[config.mk]
export PLATFORM = sky130hd
export DESIGN_NAME = hyp_reg_access_ctl
export DESIGN_NICKNAME = d
export VERILOG_FILES = /design/src/rtl/hrac_pkg.sv /design/src/rtl/hrac_match.sv /design/src/rtl/hrac_route.sv /design/src/rtl/hrac_base_store.sv /design/src/rtl/hyp_reg_access_ctl.sv
export SDC_FILE = /design/constraint.sdc
export NUM_CORES = 1
export LEC_CHECK = 0
export BUFFER_PORTS_ARGS = -buffer_cell sky130_fd_sc_hd__buf_2
export CAP_MARGIN = 0
export CORE_ASPECT_RATIO = 2
export CORE_UTILIZATION = 50
export DETAILED_ROUTE_END_ITERATION = 8
export PLACE_DENSITY_LB_ADDON = 0.15
export SKIP_CTS_REPAIR_TIMING = 1
export SYNTH_ARGS = -nofsm -noshare
export SYNTH_HDL_FRONTEND = slang
export SYNTH_SLANG_ARGS = --single-unit
[constraint.sdc]
create_clock -name clk -period 11.47 [get_ports clk]
set_input_delay 0.5735 -clock clk [delete_from_list [all_inputs] [get_ports clk]]
set_output_delay 0.5735 -clock clk [all_outputs]
set_load 0.01 [all_outputs]
[src/rtl/hrac_pkg.sv]
package hrac_pkg;

    // Encoding that selects the translation base register
    localparam logic [1:0] SEL_OP0 = 2'b11;
    localparam logic [2:0] SEL_OP1 = 3'b100;
    localparam logic [3:0] SEL_CRN = 4'b0010;
    localparam logic [3:0] SEL_CRM = 4'b0001;
    localparam logic [2:0] SEL_OP2 = 3'b000;

    typedef enum logic [2:0] {
        K_NONE    = 3'd0,
        K_DIRECT  = 3'd1,
        K_REDIR   = 3'd2,
        K_TRAP    = 3'd3,
        K_UNDEF   = 3'd4,
        K_FOREIGN = 3'd5
    } kind_e;

    typedef enum logic {
        ST_IDLE  = 1'b0,
        ST_REPLY = 1'b1
    } st_e;

endpackage

[src/rtl/hrac_match.sv]
module hrac_match (
    input  logic [1:0] op0,
    input  logic [2:0] op1,
    input  logic [3:0] crn,
    input  logic [3:0] crm,
    input  logic [2:0] op2,
    output logic       hit
);
    import hrac_pkg::*;

    logic [4:0] field_ok;

    always_comb begin
        field_ok[0] = (op0 == SEL_OP0);
        field_ok[1] = (op1 == SEL_OP1);
        field_ok[2] = (crn == SEL_CRN);
        field_ok[3] = (crm == SEL_CRM);
        field_ok[4] = (op2 == SEL_OP2);
        hit         = &field_ok;
    end
endmodule

[src/rtl/hrac_route.sv]
module hrac_route (
    input  logic               hit,
    input  logic [1:0]         el,
    input  logic               el2_on,
    input  logic               nest_en,
    input  logic               nest_mem,
    output hrac_pkg::kind_e    kind
);
    import hrac_pkg::*;

    always_comb begin
        kind = K_UNDEF;
        if (!hit) begin
            kind = K_FOREIGN;
        end else begin
            unique case (el)
                2'd0: kind = K_UNDEF;
                2'd1: begin
                    if (el2_on && nest_en && nest_mem)
                        kind = K_REDIR;
                    else if (el2_on && nest_en)
                        kind = K_TRAP;
                    else
                        kind = K_UNDEF;
                end
                2'd2,
                2'd3: kind = K_DIRECT;
                default: kind = K_UNDEF;
            endcase
        end
    end
endmodule

[src/rtl/hrac_base_store.sv]
module hrac_base_store #(
    parameter int DATA_W      = 64,
    parameter int ID_HI_W     = 8,
    parameter bit HAS_WIDE_ID = 1'b1
) (
    input  logic              clk,
    input  logic              wr_en,
    input  logic [DATA_W-1:0] wr_value,
    input  logic              wide_on,
    output logic [DATA_W-1:0] rd_value
);
    localparam int LO_W = DATA_W - ID_HI_W;

    logic [DATA_W-1:0] base_q;
    logic              show_hi;

    // Contents have no defined reset value; software writes before use.
    always_ff @(posedge clk) begin
        if (wr_en)
            base_q <= wr_value;
    end

    assign show_hi  = HAS_WIDE_ID && wide_on;
    assign rd_value = {show_hi ? base_q[DATA_W-1:LO_W] : {ID_HI_W{1'b0}},
                       base_q[LO_W-1:0]};
endmodule

[src/rtl/hyp_reg_access_ctl.sv]
module hyp_reg_access_ctl #(
    parameter int              DATA_W      = 64,
    parameter int              ID_HI_W     = 8,
    parameter bit              HAS_WIDE_ID = 1'b1,
    parameter int              OFFSET_W    = 12,
    parameter int              CLASS_W     = 6,
    parameter logic [11:0]     MEM_SLOT    = 12'h020,
    parameter logic [5:0]      TRAP_CODE   = 6'h18
) (
    input  logic                clk,
    input  logic                rst_n,
    input  logic                req_valid,
    input  logic                req_write,
    input  logic [1:0]          req_op0,
    input  logic [2:0]          req_op1,
    input  logic [3:0]          req_crn,
    input  logic [3:0]          req_crm,
    input  logic [2:0]          req_op2,
    input  logic [DATA_W-1:0]   req_wdata,
    input  logic [1:0]          cur_el,
    input  logic                el2_enabled,
    input  logic                nest_en,
    input  logic                nest_mem,
    input  logic                guest_id_wide,
    output logic                rsp_direct,
    output logic [DATA_W-1:0]   rsp_rdata,
    output logic                rsp_redirect,
    output logic [OFFSET_W-1:0] rsp_mem_offset,
    output logic                rsp_mem_write,
    output logic [DATA_W-1:0]   rsp_mem_wdata,
    output logic                rsp_trap,
    output logic [CLASS_W-1:0]  rsp_trap_class,
    output logic                rsp_undef,
    output logic                rsp_foreign
);
    import hrac_pkg::*;

    localparam logic [OFFSET_W-1:0] SLOT_OUT  = OFFSET_W'(MEM_SLOT);
    localparam logic [CLASS_W-1:0]  CLASS_OUT = CLASS_W'(TRAP_CODE);

    logic              hit;
    kind_e             kind_now;
    logic [DATA_W-1:0] cur_value;
    logic              store_we;

    st_e               state_q, state_d;
    kind_e             kind_q;
    logic              wr_q;
    logic [DATA_W-1:0] rdata_q;
    logic [DATA_W-1:0] mwdata_q;

    hrac_match u_match (
        .op0 (req_op0),
        .op1 (req_op1),
        .crn (req_crn),
        .crm (req_crm),
        .op2 (req_op2),
        .hit (hit)
    );

    hrac_route u_route (
        .hit      (hit),
        .el       (cur_el),
        .el2_on   (el2_enabled),
        .nest_en  (nest_en),
        .nest_mem (nest_mem),
        .kind     (kind_now)
    );

    assign store_we = req_valid && req_write && (kind_now == K_DIRECT);

    hrac_base_store #(
        .DATA_W      (DATA_W),
        .ID_HI_W     (ID_HI_W),
        .HAS_WIDE_ID (HAS_WIDE_ID)
    ) u_store (
        .clk      (clk),
        .wr_en    (store_we),
        .wr_value (req_wdata),
        .wide_on  (guest_id_wide),
        .rd_value (cur_value)
    );

    // Next-state logic
    always_comb begin
        state_d = state_q;
        unique case (state_q)
            ST_IDLE:  state_d = req_valid ? ST_REPLY : ST_IDLE;
            ST_REPLY: state_d = req_valid ? ST_REPLY : ST_IDLE;
            default:  state_d = ST_IDLE;
        endcase
    end

    // State register
    always_ff @(posedge clk) begin
        if (!rst_n)
            state_q <= ST_IDLE;
        else
            state_q <= state_d;
    end

    // Response capture
    always_ff @(posedge clk) begin
        if (!rst_n) begin
            kind_q   <= K_NONE;
            wr_q     <= 1'b0;
            rdata_q  <= '0;
            mwdata_q <= '0;
        end else if (req_valid) begin
            kind_q   <= kind_now;
            wr_q     <= req_write;
            rdata_q  <= (kind_now == K_DIRECT && !req_write) ? cur_value : '0;
            mwdata_q <= (kind_now == K_REDIR && req_write) ? req_wdata : '0;
        end else begin
            kind_q   <= K_NONE;
            wr_q     <= 1'b0;
            rdata_q  <= '0;
            mwdata_q <= '0;
        end
    end

    // Output decode, active only while replying
    always_comb begin
        rsp_direct     = 1'b0;
        rsp_redirect   = 1'b0;
        rsp_trap       = 1'b0;
        rsp_undef      = 1'b0;
        rsp_foreign    = 1'b0;
        rsp_rdata      = '0;
        rsp_mem_offset = '0;
        rsp_mem_write  = 1'b0;
        rsp_mem_wdata  = '0;
        rsp_trap_class = '0;
        if (state_q == ST_REPLY) begin
            unique case (kind_q)
                K_DIRECT: begin
                    rsp_direct = 1'b1;
                    rsp_rdata  = rdata_q;
                end
                K_REDIR: begin
                    rsp_redirect   = 1'b1;
                    rsp_mem_offset = SLOT_OUT;
                    rsp_mem_write  = wr_q;
                    rsp_mem_wdata  = mwdata_q;
                end
                K_TRAP: begin
                    rsp_trap       = 1'b1;
                    rsp_trap_class = CLASS_OUT;
                end
                K_UNDEF:   rsp_undef   = 1'b1;
                K_FOREIGN: rsp_foreign = 1'b1;
                default: ;
            endcase
        end
    end
endmodule

==> impl_metrics.json, run 1 <==
{
  "outcome": "completed",
  "grt_pass1_wl_mm": 23.7,
  "ant_nets": 0,
  "placed_area_sq_um": 8320,
  "drtIter0Drc": 153,
  "rsz0062_at_grt": "no",
  "ios": 242,
  "htreeDepth": 4,
  "synth_area_leaders": "dfxtp_1 37%, edfxtp_1 27%, and2_1 11%",
  "port-buffer-count": 226,
  "rr_worst_depth": 2,
  "drive_gt1_share_pct": 34.1,
  "area_delta_synth_final_pct": 24.1,
  "yosys_warnings": 0,
  "cp_data_required_time_ps": 11520,
  "yosys-top-cells-count": "133 x dfxtp_1, 129 x and2_1, 65 x nor3_1, 64 x edfxtp_1, 57 x inv_1",
  "seqCellArea_sq_um": 4580,
  "multi_input_area_sq_um": 2110,
  "timing.final.crit_share_pct": 26.7,
  "setup_tns_ps": 0,
  "core-area_sq_um": 14000,
  "grt_pass1_vias": 4925,
  "async_reset_ff_share_pct": 0,
  "hold_class": "in2reg",
  "grt_max_degree": 80,
  "criticalPathCategory": "in2reg",
  "vias": 4834,
  "syn_area_per_cell_sq_um": 11.7,
  "crit_arrival_ps": 3110,
  "tritoncts": "done",
  "maxCapViolCount": 0,
  "via_per_inst": 4.76,
  "grt_antenna_before_repair": 2,
  "synth_edf_count": 64,
  "synth-seq-cells": 197,
  "startpoint_type": "primary input",
  "whs_path_depth": 1,
  "synth_top_area_share_pct": 37.2,
  "fin_crit_ps": 3060,
  "fill_cells": 1190,
  "ys_types": 27,
  "synth_area_sq_um": 7160,
  "start_util_pct": 51.3,
  "cts_inserted_buffers": 17,
  "die_y_microns": 171,
  "p_leak_uw": 0.00403,
  "cts.path.max_buffers": 2,
  "grt-ovfl-total": 0,
  "slew_headroom_pct": 23.9,
  "vdd_drop_max_v": 0.000113,
  "syn_inst": 614,
  "grt.total_usage_pct": 21.2,
  "routed_wl_mm": 15.2,
  "clk_pin_slew_ps": 70,
  "synth_top_cell_by_area": "dfxtp_1",
  "clkSinkCount": 197,
  "post-dp-hpwl_mm": 10.4,
  "seq_area_frac_synth_pct": 64.0,
  "setup_violations": 0,
  "finalNetCount": 902,
  "synthFlopType": "dfxtp_1",
  "p_per_area_nw_per_um2": 147,
  "synthMostInstantiatedCell": "dfxtp_1",
  "num_rows": 61,
  "finalMaxSlewViolations": 0,
  "clockRootBuffer": "clkbuf_16",
  "finalInstanceArea_sq_um": 8890,
  "die_w_microns": 86.6,
  "insertion_delay_ps": 410,
  "worst_slew_pin_slew_ps": 1140,
  "die_area_sq_um": 14800,
  "finClkSkew_ps": 10.1,
  "wl_per_cell_microns": 14.9,
  "cp-end-kind": "flop",
  "place_congestion": 0.762,
  "critical_path.max_fanout": 54,
  "firstDrtPassIters": 4,
  "drc_errors": 0,
  "hold_violations": 0,
  "max_freq_mhz": 326,
  "fin_hold_ws_ps": 342
}
[routing by layer]
| metal | track usage, % | wire (microns) |
|---|---|---|
| met5 | 0 | 0 |
| met1 | 21.9 | 5630 |
| met3 | 4.85 | 787 |
| met4 | 9.78 | 338 |
| met2 | 39.8 | 8400 |
[cells in the final DEF (no fill, tap or decap), types with 3 or more instances in the layout]
cell | synthesis | layout
nor2_1 | 7 | 4
clkinv_4 | 0 | 5
edfxtp_1 | 64 | 64
conb_1 | 1 | 15
nor3_1 | 65 | 64
nand2b_1 | 3 | 3
buf_2 | 7 | 226
nor2_4 | 0 | 3
and4bb_2 | 9 | 9
clkbuf_16 | 0 | 17
nor4bb_1 | 52 | 52
dfxtp_1 | 133 | 133
and2_1 | 129 | 129
and4bb_1 | 5 | 5
nand2_1 | 10 | 10
buf_4 | 18 | 6
inv_1 | 57 | 57
[layout make-up]
cell class / count / share of cell area, %
Sequential cell: 197 / 51.6
Multi-Input combinational cell: 307 / 23.7
Timing Repair Buffer: 232 / 13.2
Clock buffer: 18 / 4.94
Tap cell: 189 / 2.66
Inverter: 57 / 2.41
Clock inverter: 14 / 1.38
Antenna cell: 2 / 0.0563
[report_power, final]
group,switching (uW),internal (uW)
sequential,0.343,719
combinational,20.7,16.8
clock,262,290
total,283,1030
[cells by family after synthesis]
kind of cell / count (synthesis) / synth area share (%)
and+or+nand+nor: 289 / 27.8
DFF: 197 / 64.0
buffers and inverters: 124 / 7.77
AOI/OAI and AO/OA: 3 / 0.315
other: 1 / 0.0524
[state kept, by name, indices dropped and copies added (netlist names)]
| name | cells |
|---|---|
| kind_q | 3 |
| mwdata_q | 64 |
| u_store.base_q | 64 |
| state_q | 1 |
| wr_q | 1 |
| rdata_q | 64 |
[worst max-delay path, cell delays in order]
cell and delay, ps:
buf_2 100, nor4b_2 360, nand4_4 680, nor2_4 770
buf_4 580
[stage by stage]
stage	worst slack, ps	total power, uW	instances	utilization, %
3_5_place_dp	7950	773	982	59.6
4_1_cts	8410	1320	1014	63.6
2_1_floorplan	6890	754	628	-
3_3_place_gp	8080	772	982	59.6
5_1_grt	8150	1350	1016	63.6
6_report	8410	1310	1016	63.6
[path summary, 6_finish.rpt]
kind	from	end	slack, ps
worst max-delay path	req_crn[2]	u_store.base_q[15]	8410
worst min-delay path	req_wdata[41]	u_store.base_q[41]	340
worst min register to register	u_store.base_q[11]	rdata_q[11]	490
worst max register to register	u_store.base_q[1]	rdata_q[1]	10740
Power figures use the tool's default switching activity.
==> inputs of run 2 (changes only) <==
--- a/config.mk
+++ b/config.mk
@@ -5,10 +5,11 @@
 export SDC_FILE = /design/constraint.sdc
 export NUM_CORES = 1
 export LEC_CHECK = 0
+export ABC_AREA = 1
 export BUFFER_PORTS_ARGS = -buffer_cell sky130_fd_sc_hd__buf_2
 export CAP_MARGIN = 0
 export CORE_ASPECT_RATIO = 2
-export CORE_UTILIZATION = 50
+export CORE_UTILIZATION = 45
 export DETAILED_ROUTE_END_ITERATION = 8
 export PLACE_DENSITY_LB_ADDON = 0.15
 export SKIP_CTS_REPAIR_TIMING = 1
==> constraint.sdc (replaced) <==
create_clock -name clk -period 2.66 [get_ports clk]
set_input_delay 0.133 -clock clk [delete_from_list [all_inputs] [get_ports clk]]
set_output_delay 0.133 -clock clk [all_outputs]
set_load 0.01 [all_outputs]
==> impl_metrics.json, run 2 <==
{
  "post-dp-hpwl_mm": 10.7,
  "grt-ovfl-total": 0,
  "finClkSkew_ps": 14.4,
  "core-area_sq_um": 16200,
  "cp-end-kind": "output pin",
  "seqCellArea_sq_um": 4580,
  "r2r-start": "u_store.base_q[47]",
  "ant_nets": 0,
  "firstDrtPassIters": 7,
  "p_leak_uw": 0.00423,
  "clockRootBuffer": "clkbuf_16",
  "syn_inst": 760,
  "dp.cells": 1163,
  "intPower_uw": 4470,
  "htreeDepth": 4,
  "ys_types": 21,
  "rr_worst_depth": 2,
  "finalInstanceArea_sq_um": 9810,
  "insertion_delay_ps": 420,
  "via_per_inst": 4.28,
  "path_delay_family": "buffers and inverters",
  "min_to": "kind_q[1]",
  "slew_headroom_pct": 59.2,
  "drive_gt1_share_pct": 31.9,
  "fin_crit_ps": 2140,
  "rsz0062_at_grt": "no",
  "synthMostInstantiatedCell": "inv_1",
  "synth_area_leaders": "dfxtp_1 36%, edfxtp_1 26%, inv_1 11%",
  "synth-seq-cells": 197,
  "yosys-top-cells-count": "208 x inv_1, 201 x nor2_1, 133 x dfxtp_1, 64 x edfxtp_1, 49 x nor3b_2",
  "area_delta_synth_final_pct": 32.8,
  "whs_path_depth": 3,
  "place_ws_ps": 913,
  "maxCapViolCount": 0,
  "instances_no_fill": 1259,
  "synth_top_cell_by_area": "dfxtp_1",
  "switchingPower_uw": 1290,
  "fill_cells": 1434,
  "grt_pass1_vias": 4905,
  "setup_violations": 0,
  "vdd_drop_max_v": 0.000456,
  "finalMaxSlewViolations": 0,
  "wl_per_cell_microns": 12.7,
  "pwr-share-seq_pct": 53.8,
  "hold_violations": 1,
  "synthFlopType": "dfxtp_1",
  "max_stage_delay_ps": 460,
  "worst_slew_pin_slew_ps": 611,
  "crit_arrival_ps": 2010,
  "combPwrFrac_pct": 4.1,
  "final_cell_mix": "226 x buf_2, 207 x inv_1, 200 x nor2_1, 133 x dfxtp_1",
  "fin_ws_ps": 517,
  "vias": 5391,
  "cpMaxStageDelayCell": "inv_2",
  "yosys_warnings": 0,
  "synth_area_sq_um": 7390,
  "grt_use_met3_pct": 4.85,
  "num_rows": 66,
  "p_sw_share_pct": 22.4,
  "top_regs": "mwdata_q x64, rdata_q x64, u_store.base_q x64",
  "placed_area_sq_um": 8610,
  "startpoint_type": "flop",
  "r2r_setup_slack_ps": 2050,
  "synth_edf_count": 64,
  "place_congestion": 0.725,
  "die_w_microns": 92.6,
  "grt_max_degree": 65,
  "cts_inserted_buffers": 17,
  "grt_use_met2_pct": 34.5,
  "grt.total_usage_pct": 18.5,
  "syn_area_per_cell_sq_um": 9.72,
  "synth_top_area_share_pct": 36.0,
  "start_util_pct": 45.7,
  "die_area_sq_um": 17000,
  "hold_class": "in2reg",
  "cp_data_required_time_ps": 2530,
  "grt_use_met1_pct": 19.1,
  "die_y_microns": 183,
  "tritoncts": "done",
  "top_usage_layer": "met2",
  "seq_area_frac_synth_pct": 62.0,
  "worstPathCellList": "inv_1, nand3_1, nor2_1, inv_2, buf_4, nor2_1, buf_2",
  "drc_errors": 0,
  "crit_top_cell": "nor2_1",
  "diodes": 0,
  "async_reset_ff_share_pct": 0,
  "critPathBufInv": 4,
  "min_from": "rst_n",
  "multi_input_area_sq_um": 1750,
  "timing.final.crit_share_pct": 80.6,
  "finalNetCount": 1132,
  "violations": "hold timing",
  "fin_hold_ws_ps": -8.89,
  "p_per_area_nw_per_um2": 588,
  "power_uw": 5770,
  "grt_pass1_wl_mm": 23.7,
  "routed_wl_mm": 16.0,
  "layout_commonest_cell": "buf_2",
  "critical_path.max_fanout": 33,
  "r2r_end": "rdata_q[47]",
  "grt_antenna_before_repair": 0,
  "outcome": "finished, violations left",
  "drtIter0Drc": 218,
  "ios": 242,
  "max_freq_mhz": 467,
  "clk_pin_slew_ps": 70,
  "cts.path.max_buffers": 2,
  "port-buffer-count": 226,
  "clock_power_share_pct": 42.2,
  "clkSinkCount": 197,
  "setup_tns_ps": 0,
  "criticalPathCategory": "reg2out"
}
-- run 2: worst max-delay path by stage --
stage / slack, ps / cells after the start / endpoint / from
global placement: 940 / 9 / rdata_q[13] / req_op2[0]
finish: 520 / 7 / rsp_mem_wdata[60] / kind_q[2]
global route: 320 / 7 / rsp_mem_wdata[60] / kind_q[2]
detailed placement: 910 / 9 / mwdata_q[10] / req_op2[0]
CTS: 480 / 7 / rsp_mem_wdata[60] / kind_q[2]
floorplan: 60 / 5 / u_store.base_q[0] / req_op2[0]
-- run 2: cell type report --
class | count | area share [%]
Multi-Input combinational cell | 316 | 17.8
Clock buffer | 17 | 4.34
Tap cell | 204 | 2.60
Clock inverter | 15 | 1.44
Timing Repair Buffer | 300 | 19.1
Sequential cell | 197 | 46.7
Inverter | 210 | 8.03
-- run 2: cell families after synthesis --
family / count (synthesis) / synth area share (%)
other: 1 / 0.0507
DFF: 197 / 62.0
and+or+nand+nor: 299 / 22.3
AOI/OAI and AO/OA: 2 / 0.186
buffers and inverters: 261 / 15.4
-- run 2: power groups by stage --
stage | clock network [uW] | registers [uW] | logic [uW]
after floorplan | 0 | 3170 | 79.7
after global placement | 0 | 3170 | 159
after detailed placement | 0 | 3170 | 161
after CTS | 2490 | 3100 | 161
after global routing | 2610 | 3100 | 253
final | 2430 | 3100 | 234
-- run 2: layer usage --
metal	share of wire [%]	up-vias
met2	55	181
met3	4.9	23
li1	-	2727
met5	0	-
met1	38	2460
met4	2.0	0
-- run 2: tightest hold or removal path, delay by kind of cell --
family	cells	cell delay (ps)
simple gates	2	180
buf+inv	1	70
-- run 2: through the flow --
stage,util [%],hold slack (ps)
floorplan,-,232
global placement,53.2,321
detailed placement,53.2,321
CTS,56.7,-126
global route,60.6,12.2
finish,60.6,-8.89
